$ cat src/rtl/cfgdl_pkg.sv
package cfgdl_pkg;
  typedef enum logic [2:0] {
    ST_IDLE, ST_STROBE, ST_WAIT, ST_MON, ST_ACK
  } cfgdl_st_e;

  typedef enum logic [2:0] {
    OP_CFG, OP_RDY, OP_MON, OP_DONE, OP_START, OP_FLAGS, OP_NONE
  } cfgdl_op_e;

  localparam logic [3:0] OFS_DONE  = 4'h4;
  localparam logic [3:0] OFS_START = 4'h8;
  localparam logic [3:0] OFS_FLAGS = 4'hC;
endpackage

$ cat src/rtl/cfgdl_decode.sv
module cfgdl_decode
  import cfgdl_pkg::*;
#(
  parameter int ADDR_W = 8,
  parameter int N_DEV  = 16,
  localparam int DEV_W = $clog2(N_DEV)
) (
  input  logic [ADDR_W-1:0] addr,
  input  logic              write,
  output cfgdl_op_e         op,
  output logic [DEV_W-1:0]  dev
);
  logic [3:0] low;
  assign low = addr[3:0];
  assign dev = addr[ADDR_W-1 -: DEV_W];

  always_comb begin
    op = OP_NONE;
    if (low[3:2] == 2'b00) begin
      case (low[1:0])
        2'd0:    op = write ? OP_CFG : OP_NONE;
        2'd1:    op = write ? OP_NONE : OP_RDY;
        2'd2:    op = write ? OP_NONE : OP_MON;
        default: op = OP_NONE;
      endcase
    end else if (dev == '0) begin
      if (low == OFS_DONE && !write)  op = OP_DONE;
      if (low == OFS_START && write)  op = OP_START;
      if (low == OFS_FLAGS && !write) op = OP_FLAGS;
    end
  end
endmodule

$ cat src/rtl/cfgdl_timer.sv
module cfgdl_timer #(
  parameter int LIMIT = 1024,
  localparam int CNT_W = $clog2(LIMIT + 1)
) (
  input  logic clk,
  input  logic rst_n,
  input  logic run,
  output logic expired
);
  logic [CNT_W-1:0] cnt;

  always_ff @(posedge clk) begin
    if (!rst_n || !run) cnt <= '0;
    else if (!expired)  cnt <= cnt + 1'b1;
  end

  assign expired = run && (cnt == CNT_W'(LIMIT - 1));
endmodule

$ cat src/rtl/cfgdl_onehot.sv
module cfgdl_onehot #(
  parameter int N = 16,
  localparam int IDX_W = $clog2(N)
) (
  input  logic             en,
  input  logic [IDX_W-1:0] idx,
  output logic [N-1:0]     vec
);
  for (genvar i = 0; i < N; i++) begin : g_bit
    assign vec[i] = en && (idx == IDX_W'(i));
  end
endmodule

$ cat src/rtl/cfg_download_ctrl.sv
module cfg_download_ctrl
  import cfgdl_pkg::*;
#(
  parameter int N_DEV   = 16,
  parameter int ADDR_W  = 8,
  parameter int BUS_W   = 8,
  parameter int TIMEOUT = 1024,
  localparam int DEV_W  = $clog2(N_DEV),
  localparam int RD_W   = N_DEV
) (
  input  logic              clk,
  input  logic              rst_n,
  input  logic              hst_valid,
  input  logic              hst_write,
  input  logic [ADDR_W-1:0] hst_addr,
  input  logic [BUS_W-1:0]  hst_wdata,
  output logic              hst_ready,
  output logic [RD_W-1:0]   hst_rdata,
  output logic [BUS_W-1:0]  dev_bus_out,
  output logic              dev_bus_oe,
  input  logic [BUS_W-1:0]  dev_bus_in,
  output logic [N_DEV-1:0]  dev_wr_stb,
  output logic [N_DEV-1:0]  dev_rd_stb,
  input  logic [N_DEV-1:0]  dev_rdy,
  input  logic [N_DEV-1:0]  dev_done,
  output logic              dev_start,
  output logic              err_timeout,
  output logic              err_premature
);
  cfgdl_st_e        st;
  cfgdl_op_e        op;
  logic [DEV_W-1:0] dev_idx, sel_q;
  logic [BUS_W-1:0] data_q;
  logic [RD_W-1:0]  rdata_q;
  logic             start_q, to_q, pm_q, tmr_expired, cur_rdy;

  cfgdl_decode #(.ADDR_W(ADDR_W), .N_DEV(N_DEV)) u_dec (
    .addr(hst_addr), .write(hst_write), .op(op), .dev(dev_idx)
  );

  cfgdl_timer #(.LIMIT(TIMEOUT)) u_tmr (
    .clk(clk), .rst_n(rst_n), .run(st == ST_WAIT), .expired(tmr_expired)
  );

  cfgdl_onehot #(.N(N_DEV)) u_wr_sel (
    .en(st == ST_STROBE), .idx(sel_q), .vec(dev_wr_stb)
  );

  cfgdl_onehot #(.N(N_DEV)) u_rd_sel (
    .en(st == ST_MON), .idx(sel_q), .vec(dev_rd_stb)
  );

  assign cur_rdy = dev_rdy[sel_q];

  always_ff @(posedge clk) begin
    if (!rst_n) begin
      st      <= ST_IDLE;
      sel_q   <= '0;
      data_q  <= '0;
      rdata_q <= '0;
      start_q <= 1'b0;
      to_q    <= 1'b0;
      pm_q    <= 1'b0;
    end else begin
      start_q <= 1'b0;
      case (st)
        ST_IDLE: if (hst_valid) begin
          sel_q   <= dev_idx;
          rdata_q <= '0;
          st      <= ST_ACK;
          case (op)
            OP_CFG: begin
              data_q <= hst_wdata;
              st     <= ST_STROBE;
            end
            OP_RDY:   rdata_q <= RD_W'(dev_rdy[dev_idx]);
            OP_MON:   st <= ST_MON;
            OP_DONE:  rdata_q <= RD_W'(dev_done);
            OP_FLAGS: rdata_q <= RD_W'({pm_q, to_q});
            OP_START: begin
              start_q <= 1'b1;
              to_q    <= 1'b0;
              if (!(&dev_done)) pm_q <= 1'b1;
            end
            default: ;
          endcase
        end
        ST_STROBE: st <= ST_WAIT;
        ST_WAIT: begin
          if (cur_rdy) st <= ST_IDLE;
          else if (tmr_expired) begin
            to_q <= 1'b1;
            st   <= ST_IDLE;
          end
        end
        ST_MON: begin
          rdata_q <= RD_W'(dev_bus_in);
          st      <= ST_ACK;
        end
        default: st <= ST_IDLE;
      endcase
    end
  end

  assign hst_ready     = (st == ST_ACK) || (st == ST_WAIT && (cur_rdy || tmr_expired));
  assign hst_rdata     = rdata_q;
  assign dev_bus_out   = data_q;
  assign dev_bus_oe    = (st == ST_STROBE) || (st == ST_WAIT);
  assign dev_start     = start_q;
  assign err_timeout   = to_q;
  assign err_premature = pm_q;

  // a write strobe drives the bus and never meets a read strobe
  a_r2_strobe_drives_bus: assert property (@(posedge clk) disable iff (!rst_n)
    (|dev_wr_stb) |-> (dev_bus_oe && !(|dev_rd_stb)));

  // a write strobe lasts one clock
  a_r2_strobe_one_clock: assert property (@(posedge clk) disable iff (!rst_n)
    (|dev_wr_stb) |=> !(|dev_wr_stb));

  // acknowledging a busy device implies the timeout flag afterwards
  a_r4_busy_ack_flags: assert property (@(posedge clk) disable iff (!rst_n)
    (st == ST_WAIT && hst_ready && !cur_rdy) |=> err_timeout);

  // an expired wait always ends the transfer
  a_r4_expiry_ends_wait: assert property (@(posedge clk) disable iff (!rst_n)
    (st == ST_WAIT && tmr_expired) |=> (st == ST_IDLE));

  // monitor strobe never overlaps a driven bus
  a_r6_mon_bus_released: assert property (@(posedge clk) disable iff (!rst_n)
    (|dev_rd_stb) |-> !dev_bus_oe);

  // start pulse is a single clock and the timeout flag is clear with it
  a_r8_start_single: assert property (@(posedge clk) disable iff (!rst_n)
    dev_start |=> !dev_start);
  a_r8_start_clears_timeout: assert property (@(posedge clk) disable iff (!rst_n)
    dev_start |-> !err_timeout);

  // premature flag is sticky
  a_r9_premature_sticky: assert property (@(posedge clk) disable iff (!rst_n)
    err_premature |=> err_premature);
endmodule

$ cat config.mk
export PLATFORM = sky130hd
export DESIGN_NAME = cfg_download_ctrl
export DESIGN_NICKNAME = d
export VERILOG_FILES = /design/src/rtl/cfgdl_pkg.sv /design/src/rtl/cfgdl_decode.sv /design/src/rtl/cfgdl_timer.sv /design/src/rtl/cfgdl_onehot.sv /design/src/rtl/cfg_download_ctrl.sv
export SDC_FILE = /design/constraint.sdc
export NUM_CORES = 1
export LEC_CHECK = 0
export BUFFER_PORTS_ARGS = -buffer_cell sky130_fd_sc_hd__buf_2
export CORE_ASPECT_RATIO = 0.9
export CORE_MARGIN = 4
export CORE_UTILIZATION = 40
export CTS_CLUSTER_DIAMETER = 80
export DETAILED_ROUTE_END_ITERATION = 7
export GPL_TIMING_DRIVEN = 0
export PLACE_DENSITY_LB_ADDON = 0.15
export SLEW_MARGIN = 20
export SYNTH_ARGS = -nofsm -noshare
export SYNTH_HDL_FRONTEND = slang
export SYNTH_SLANG_ARGS = --single-unit
$ cat constraint.sdc
create_clock -name clk -period 3.9 [get_ports clk]
set_input_delay 0.195 -clock clk [delete_from_list [all_inputs] [get_ports clk]]
set_output_delay 0.195 -clock clk [all_outputs]
set_load 0.005 [all_outputs]
# == After elaboration in Yosys (flattened, before gate mapping) ==
# Cells that the tools add are included.
# classes
bitwise_logic,1
n_addsub,1
mux,27
order_cmp,2
eq_ne,35
reduce_logical,60
# op_table
operator,n
$pmux W16 S3,1
$eq A4 B4 Y1 const B,10
$logic_and A1 B1 Y1,37
$mux W3,11
$pmux W16 S2,1
$eq A4 B3 Y1 const B,5
$mux W16,1
$reduce_and A16 Y1,1
$eq A3 B2 Y1 const B,4
$pmux W3 S4,1
$add A11 B1 Y11 const B,1
$eq A11 B10 Y1 const B,1
$lt A4 B5 Y1 const B,2
$eq A3 B3 Y1 const B,3
$pmux W3 S3,1
$bmux W1 S4,2
$eq A4 B2 Y1 const B,2
$logic_not A4 Y1,2
$mux W1,7
$eq A3 B1 Y1 const B,2
$logic_not A3 Y1,2
$ne A2 B2 Y1 const B,3
$pmux W3 S2,1
$reduce_and A2 Y1,3
other kinds (14),22
# word_totals
regBits,45
wordCells,134
output_inout_bits,61
in_bits,60

# == Logic depth before layout (Yosys ltp) ==
# Gate-level depths: netlist (run 1).
# logic_depth
ltp_word,11
mapped_depth,7
depth_no_buf,5

# == Modules after synthesis ==
# From an unflattened synthesis (run 1), not the netlist that was laid out.
# unflattened
hier_cells,308
hier_area_um2,2752.6
# modules_own_cells
module,cells_each,area_each_um2,seq_area_each_um2,instances
cfg_download_ctrl,179,1804.2,680.7,1
cfgdl_timer,61,556.8,220.2,1
cfgdl_onehot,23,117.6,0.0,2
cfgdl_decode,22,156.4,0.0,1

# == Worst setup path before layout (run 1) ==
# Ideal clock, no wire load.
# synth_timing
kind,register to output
startpoint,reg st[0]
endpoint,out dev_rd_stb[12]
stages_incl_launch_ff,6
required_ns,3.705
path_slack_ns,2.272
arrival_ns,1.433
path_buffers,2
cell_sequence,dfxtp_1 > clkbuf_1 > and3b_1 > buf_2 > nand3_1 > nor3_1
# synth_via
elab_chain_len,2
# synth_rtl
item,line_no,rtl
start: declaration,cfg_download_ctrl.sv:30,cfgdl_st_e st;
start signal: assignment,cfg_download_ctrl.sv:57,st <= ST_IDLE;
start signal: assignment,cfg_download_ctrl.sv:70,st <= ST_ACK;
start signal: assignment,cfg_download_ctrl.sv:74,st <= ST_STROBE;
$eq A3 B2 Y1,cfg_download_ctrl.sv:50,".en(st == ST_MON), .idx(sel_q), .vec(dev_rd_stb)"
$logic_and A1 B1 Y1,cfgdl_onehot.sv:10,assign vec[i] = en && (idx == IDX_W'(i));
end: declaration,cfg_download_ctrl.sv:23,"output logic [N_DEV-1:0] dev_rd_stb,"
# Every way passes these cells.

# == Final worst setup path (run 1) ==
# Ends and elaborated chain as after synthesis.

==> results.json, run 1 <==
{
  "status": "finished clean",
  "final_area_um2": 3480,
  "groute.usage.overall_pct": 18.9,
  "synth_common_cells": "nor2_1, dfxtp_1, nand2_1, a21oi_1, nand4b_1",
  "synth_ff_type": "dfxtp_1",
  "synth_area_leaders": "dfxtp_1, nor2_1, mux2i_1",
  "hpwlAfterDp_um": 6160,
  "num_antenna_cells": 0,
  "drt_iter0_markers": 178,
  "holdPathStages": 3,
  "fmax_mhz": 421,
  "fin_crit_sh_pct": 60.9,
  "yosys.area.top_type": "dfxtp_1",
  "yosysSeqAreaShare_pct": 33.7,
  "ir_drop_v": 0.000224,
  "yosys.area.top_type_share_pct": 33.7,
  "rrSetupSlack_ns": 2.02,
  "synth_fp_nets": 389,
  "start_util_pct": 42.3,
  "period_minus_slack_ns": 2.37,
  "synth_cells": 328,
  "reg2reg_to": "hst_rdata[7]$_SDFFE_PN0P_",
  "rsz0062_at_grt": "no",
  "placed_area_um2": 3370,
  "clk-insertion-delay-late_ns": 0.30,
  "finClkSkew_ns": 0.00708,
  "ys_seq_elements": 45,
  "max-cap-violations": 0,
  "synth_edf_count": 0,
  "hold_slack_ns": 0.120,
  "leakage_nw": 1.60,
  "cts_hold_buf": 0,
  "clock-sinks": 45,
  "drt_pre_antenna_iters": 4,
  "min_to": "dev_bus_out[5]$_SDFFE_PN0P_",
  "clock-root-buffer": "clkbuf_8",
  "layout-area-overhead-vs-synth_pct": 30.3,
  "final_layout_size_suffix_gt1_share_pct": 32.9,
  "postLayoutCoreUtil_pct": 55.2,
  "synth.distinct_cells": 52,
  "port-buffer-count": 117,
  "holdCritStartpoint": "hst_wdata[5]",
  "clk_pin_slew_ns": 0.09,
  "cts_tree": "done",
  "hold_viol": 0,
  "antenna_left": 0,
  "via_count": 2907,
  "antenna_found_initial": 0,
  "async_reset_ff_share_pct": 0,
  "worstHoldPathType": "in -> reg",
  "power.density_nw_per_um2": 278,
  "cts_made_buffers": 5,
  "maxSlewHeadroom_pct": 56.3,
  "core_area_um2": 6320,
  "cts_setup_buffers": 0,
  "cts_resized": 0,
  "fin_tns_setup_ns": 0,
  "crit_type": "reg -> out",
  "tightest_slew_ns": 0.647,
  "grt_pass1_vias": 2556,
  "syn_area_um2": 2670,
  "path_max_fanout": 10,
  "cts_buffer_depth": 2,
  "synth_area_per_cell_um2": 8.15,
  "grt_pass1_wl_um": 12400,
  "nFillCells": 648,
  "fp-row-count": 27,
  "routed_wl_um": 7820,
  "wire_per_inst_um": 14.5,
  "gp_congestion": 0.814,
  "drc": 0,
  "nets": 513,
  "cp.required_ns": 3.70,
  "htree_num_levels": 2,
  "arrival_ns": 2.18,
  "reg2regPathDepth": 6,
  "grt_max_degree": 17,
  "dieWidth_um": 94.2,
  "setup_viol": 0,
  "synth_warnings": 0,
  "cp-start-kind": "flop",
  "io_pins": 121,
  "endpoint_kind": "output pin",
  "die_y_um": 85.6,
  "grt_overflow": 0,
  "post-synth-top-count-cell": "nor2_1",
  "dieArea_um2": 8060,
  "slew_viol_final": 0,
  "via_per_inst": 5.38,
  "worst_r2r_startpoint": "st[0]$_SDFFE_PN0P_"
}
[where the power goes]
group / internal, mW / switching, mW / total [mW] / leakage (nW)
logic: 0.0613 / 0.0741 / 0.135 / 1.18
registers: 0.463 / 0.00344 / 0.467 / 0.363
clock network: 0.196 / 0.171 / 0.366 / 0.0591
[critical path, cell delays in order (launching register included)]
cell and delay [ns]:
dfxtp_1 0.44, clkbuf_1 0.38, and3b_1 0.30, buf_2 0.26, nand3_1 0.19, nor3_1 0.18
buf_2 0.14
[placed cells by master (no fill, tap or decap), types with 4 or more instances in the layout]
master,Yosys,layout
nand2_1,33,33
nand3_1,7,7
a22oi_1,9,9
buf_2,9,126
clkbuf_1,14,14
nor3_1,15,15
mux4_2,6,6
a41o_1,4,4
or4_1,4,4
nand4b_1,16,16
dfxtp_1,45,45
a31oi_1,5,5
and3_1,5,5
clkbuf_8,0,5
nor2_1,49,49
a21oi_1,25,25
mux2i_1,14,14
nand2b_1,8,8
inv_1,8,8
nand4_1,6,6
[routing by layer]
| metal | up-vias | GRT usage (%) | part of all wire, % |
|---|---|---|---|
| li1 | 1451 | - | - |
| met1 | 1349 | 27.0 | 46 |
| met2 | 102 | 29.2 | 45 |
| met3 | 5 | 4.39 | 8.1 |
| met4 | 0 | 3.54 | 0.61 |
| met5 | - | 0 | 0 |
[worst max path at each step]
| stage | startpoint | end | slack, ns | cells past startpoint |
|---|---|---|---|---|
| 2_1_floorplan | st[0]$_SDFFE_PN0P_ | dev_rd_stb[12] | 2.27 | 5 |
| 3_3_place_gp | st[0]$_SDFFE_PN0P_ | dev_rd_stb[12] | 1.90 | 6 |
| 3_5_place_dp | st[0]$_SDFFE_PN0P_ | dev_rd_stb[12] | 1.88 | 6 |
| 4_1_cts | st[0]$_SDFFE_PN0P_ | dev_rd_stb[12] | 1.54 | 6 |
| 5_1_grt | st[0]$_SDFFE_PN0P_ | dev_rd_stb[4] | 1.33 | 6 |
| 6_report | st[0]$_SDFFE_PN0P_ | dev_rd_stb[12] | 1.53 | 6 |
[kinds of logic (layout without fill, tap and decap cells)]
family                     after synthesis  in the layout  synth area share [%]
AOI/OAI and AO/OA                       59             59                  14.6
xor gates and xnor gates                 3              3                 0.983
adders and majority gates                1              1                 0.468
buffers and inverters                   34            159                  5.62
DFF                                     45             45                  33.7
muxes                                   22             22                  11.1
and+or+nand+nor                        164            164                  33.5
[layout make-up]
cell class | count | area (um2) | share of cell area, %
timing repair buffer | 117 | 586 | 16.8
clock buffer | 5 | 68.8 | 1.97
inverter | 8 | 30.0 | 0.862
tap | 87 | 109 | 3.12
clock inverter | 3 | 47.5 | 1.36
multi-input combinational | 249 | 1620 | 46.6
buffer | 26 | 120 | 3.45
sequential | 45 | 901 | 25.9
[per-stage QoR]
stage / std cells / power, mW / worst slack [ns]
detailed placement: 532 / 0.612 / 1.88
finish: 540 / 0.968 / 1.53
CTS: 540 / 0.976 / 1.54
global placement: 532 / 0.611 / 1.90
floorplan: 328 / 0.555 / 2.27
global route: 540 / 1.01 / 1.33
[flip-flops by register name, summed over array words and instances, names as in the netlist]
name and flops:
hst_rdata 16, u_tmr.cnt 11, dev_bus_out 8, sel_q 4
st 3, dev_start 1, err_premature 1, err_timeout 1
Note: power is estimated with default switching activity, not from simulation.
==> run 2, diff against run 1 <==
ABC_AREA = 1   (was not set)
clock period = 2.3 ns   (was 3.9 ns; I/O delays follow)
==> run 2 against run 1 <==
  * First-iteration DRC count decreased by 19%
  * Sequential power increased by 75%
  * Power increased by 88%
  * Register-to-register slack got worse by 1.5 ns
  * Largest cell class unchanged
  * Highest routed layer unchanged
==> results.json, run 2 <==
{
  "cts_made_buffers": 5,
  "cts_hold_buf": 0,
  "clk_pin_slew_ns": 0.09,
  "nets": 641,
  "yosysSeqAreaShare_pct": 33.1,
  "synth.distinct_cells": 31,
  "synth_cells": 454,
  "groute.usage.overall_pct": 19.3,
  "postLayoutCoreUtil_pct": 53.9,
  "synth_warnings": 0,
  "grt_max_degree": 15,
  "mostFrequentLayoutCells": "nand2_1, buf_2, nor2_1, inv_1, dfxtp_1",
  "io_pins": 121,
  "p_total_mw": 1.82,
  "dieWidth_um": 95.0,
  "rsz0062_at_grt": "no",
  "wire_per_inst_um": 11.9,
  "clock-root-buffer": "clkbuf_8",
  "crit_type": "reg -> out",
  "cts_setup_buffers": 0,
  "regArea_um2": 902,
  "period_minus_slack_ns": 2.09,
  "clk-insertion-delay-late_ns": 0.31,
  "synth_ff_type": "dfxtp_1",
  "yosys.area.top_type_share_pct": 33.1,
  "hpwlAfterDp_um": 6430,
  "worstHoldPathType": "in -> reg",
  "core_area_um2": 6590,
  "dp.cells": 663,
  "grt_overflow": 0,
  "arrival_ns": 1.98,
  "power.density_nw_per_um2": 512,
  "cts_tree": "done",
  "tightest_slew_ns": 0.589,
  "hold_slack_ns": 0.0553,
  "via_count": 3215,
  "synth_area_leaders": "dfxtp_1, nand2_1, nor2_1",
  "clock-sinks": 45,
  "leakage_nw": 1.81,
  "largest_register_ffs": 16,
  "post-route-worst-setup-slack_ns": 0.207,
  "antenna_found_initial": 0,
  "cts_buffer_depth": 2,
  "drt_pre_antenna_iters": 4,
  "yosys.area.top_type": "dfxtp_1",
  "num_antenna_cells": 0,
  "use_met2_pct": 32.3,
  "cp-start-kind": "flop",
  "pre_cts_ws_ns": 0.431,
  "status": "finished clean",
  "met3_usage_pct": 5.82,
  "grt_use_met1_pct": 24.1,
  "max-cap-violations": 0,
  "antenna_left": 0,
  "final_common_cell": "nand2_1",
  "drc": 0,
  "synth_common_cells": "nand2_1, nor2_1, inv_1, dfxtp_1, nand3_1",
  "port-buffer-count": 119,
  "fp-row-count": 28,
  "async_reset_ff_share_pct": 0,
  "hold_viol": 0,
  "maxSlewHeadroom_pct": 60.7,
  "post-synth-top-count-cell": "nand2_1",
  "synth_edf_count": 0,
  "start_util_pct": 41.3,
  "final_layout_size_suffix_gt1_share_pct": 26.3,
  "endpoint_kind": "output pin",
  "fin_crit_sh_pct": 91.0,
  "fin_cells": 671,
  "dieArea_um2": 8190,
  "multiInputGateArea_um2": 1550,
  "ir_drop_v": 0.000505,
  "busiest_layer": "met2",
  "nFillCells": 741,
  "grt_pass1_vias": 2895,
  "gp_congestion": 0.859,
  "die_y_um": 86.3,
  "setup_viol": 0,
  "grt_pass1_wl_um": 12800,
  "fmax_mhz": 478,
  "path_max_fanout": 10,
  "syn_area_um2": 2720,
  "via_per_inst": 4.79,
  "synth_fp_nets": 515,
  "placed_area_um2": 3430,
  "drt_iter0_markers": 145,
  "fin_tns_setup_ns": 0,
  "final_area_um2": 3550,
  "cp.required_ns": 2.18,
  "synth_area_per_cell_um2": 6.00,
  "ys_seq_elements": 45,
  "htree_num_levels": 2,
  "routed_wl_um": 8000,
  "finClkSkew_ns": 0.00901,
  "layout-area-overhead-vs-synth_pct": 30.3,
  "slew_viol_final": 0
}
## run 2: changes by cell type after synthesis, moves of 9 or more
cell and delta:
a22oi_1 -9, inv_1 +39, mux2i_1 -14, nand2_1 +115, nand3_1 +22, nand4b_1 -16, nor2_1 +22, o21ai_0 +17
## run 2: worst paths after layout
kind | depth (start not counted) | startpoint | endpoint | slack (ns)
setup / recovery | 6 | st[1]$_SDFFE_PN0P_ | dev_rd_stb[15] | 0.21
hold / removal | 3 | hst_wdata[1] | dev_bus_out[1]$_SDFFE_PN0P_ | 0.06
setup reg to reg | 6 | st[1]$_SDFFE_PN0P_ | hst_rdata[6]$_SDFFE_PN0P_ | 0.52
hold reg to reg | 2 | hst_rdata[15]$_SDFFE_PN0P_ | hst_rdata[15]$_SDFFE_PN0P_ | 0.47
## run 2: kinds of logic after synthesis
| logic type | count (synthesis) | share of synthesized area, % |
|---|---|---|
| AND/OR/NAND/NOR | 286 | 45.4 |
| buffers and inverters | 68 | 10.1 |
| XOR/XNOR | 4 | 1.29 |
| flip-flops | 45 | 33.1 |
| AO/OA/AOI/OAI | 50 | 9.74 |
| adder cells (fa/ha/maj) | 1 | 0.459 |
## run 2: layout make-up
type / instances / area share (%)
Buffer: 10 / 1.45
Inverter: 58 / 6.28
Tap cell: 90 / 3.17
Clock buffer: 6 / 2.05
Multi-Input combinational cell: 341 / 43.8
Timing Repair Buffer: 119 / 16.8
Clock inverter: 2 / 1.09
Sequential cell: 45 / 25.4
## run 2: what timing repair did
item	4_1_cts	5_1_grt
gates resized for setup	0	4
hold endpoints to repair	0	0
setup endpoints to repair	0	1
## run 2: worst max-delay path, stage by stage, from the launching register on
cell,delay [ns]
dfxtp_1,0.34
inv_1,0.09
nor3_4,0.43
inv_2,0.17
clkbuf_1,0.32
nor2_1,0.18
buf_2,0.13
## run 2: power by group
group / switching [mW] / internal [mW]
clock: 0.283 / 0.327
sequential: 0.0173 / 0.798
combinational: 0.261 / 0.133
## run 2: routing by layer
layer  vias up  share of wire [%]  routed length [um]
met2       104                 44                3560
met4         0                1.1                  85
met3         7                8.8                 702
met5         -                  0                   0
li1       1697                  -                   -
met1      1407                 46                3650
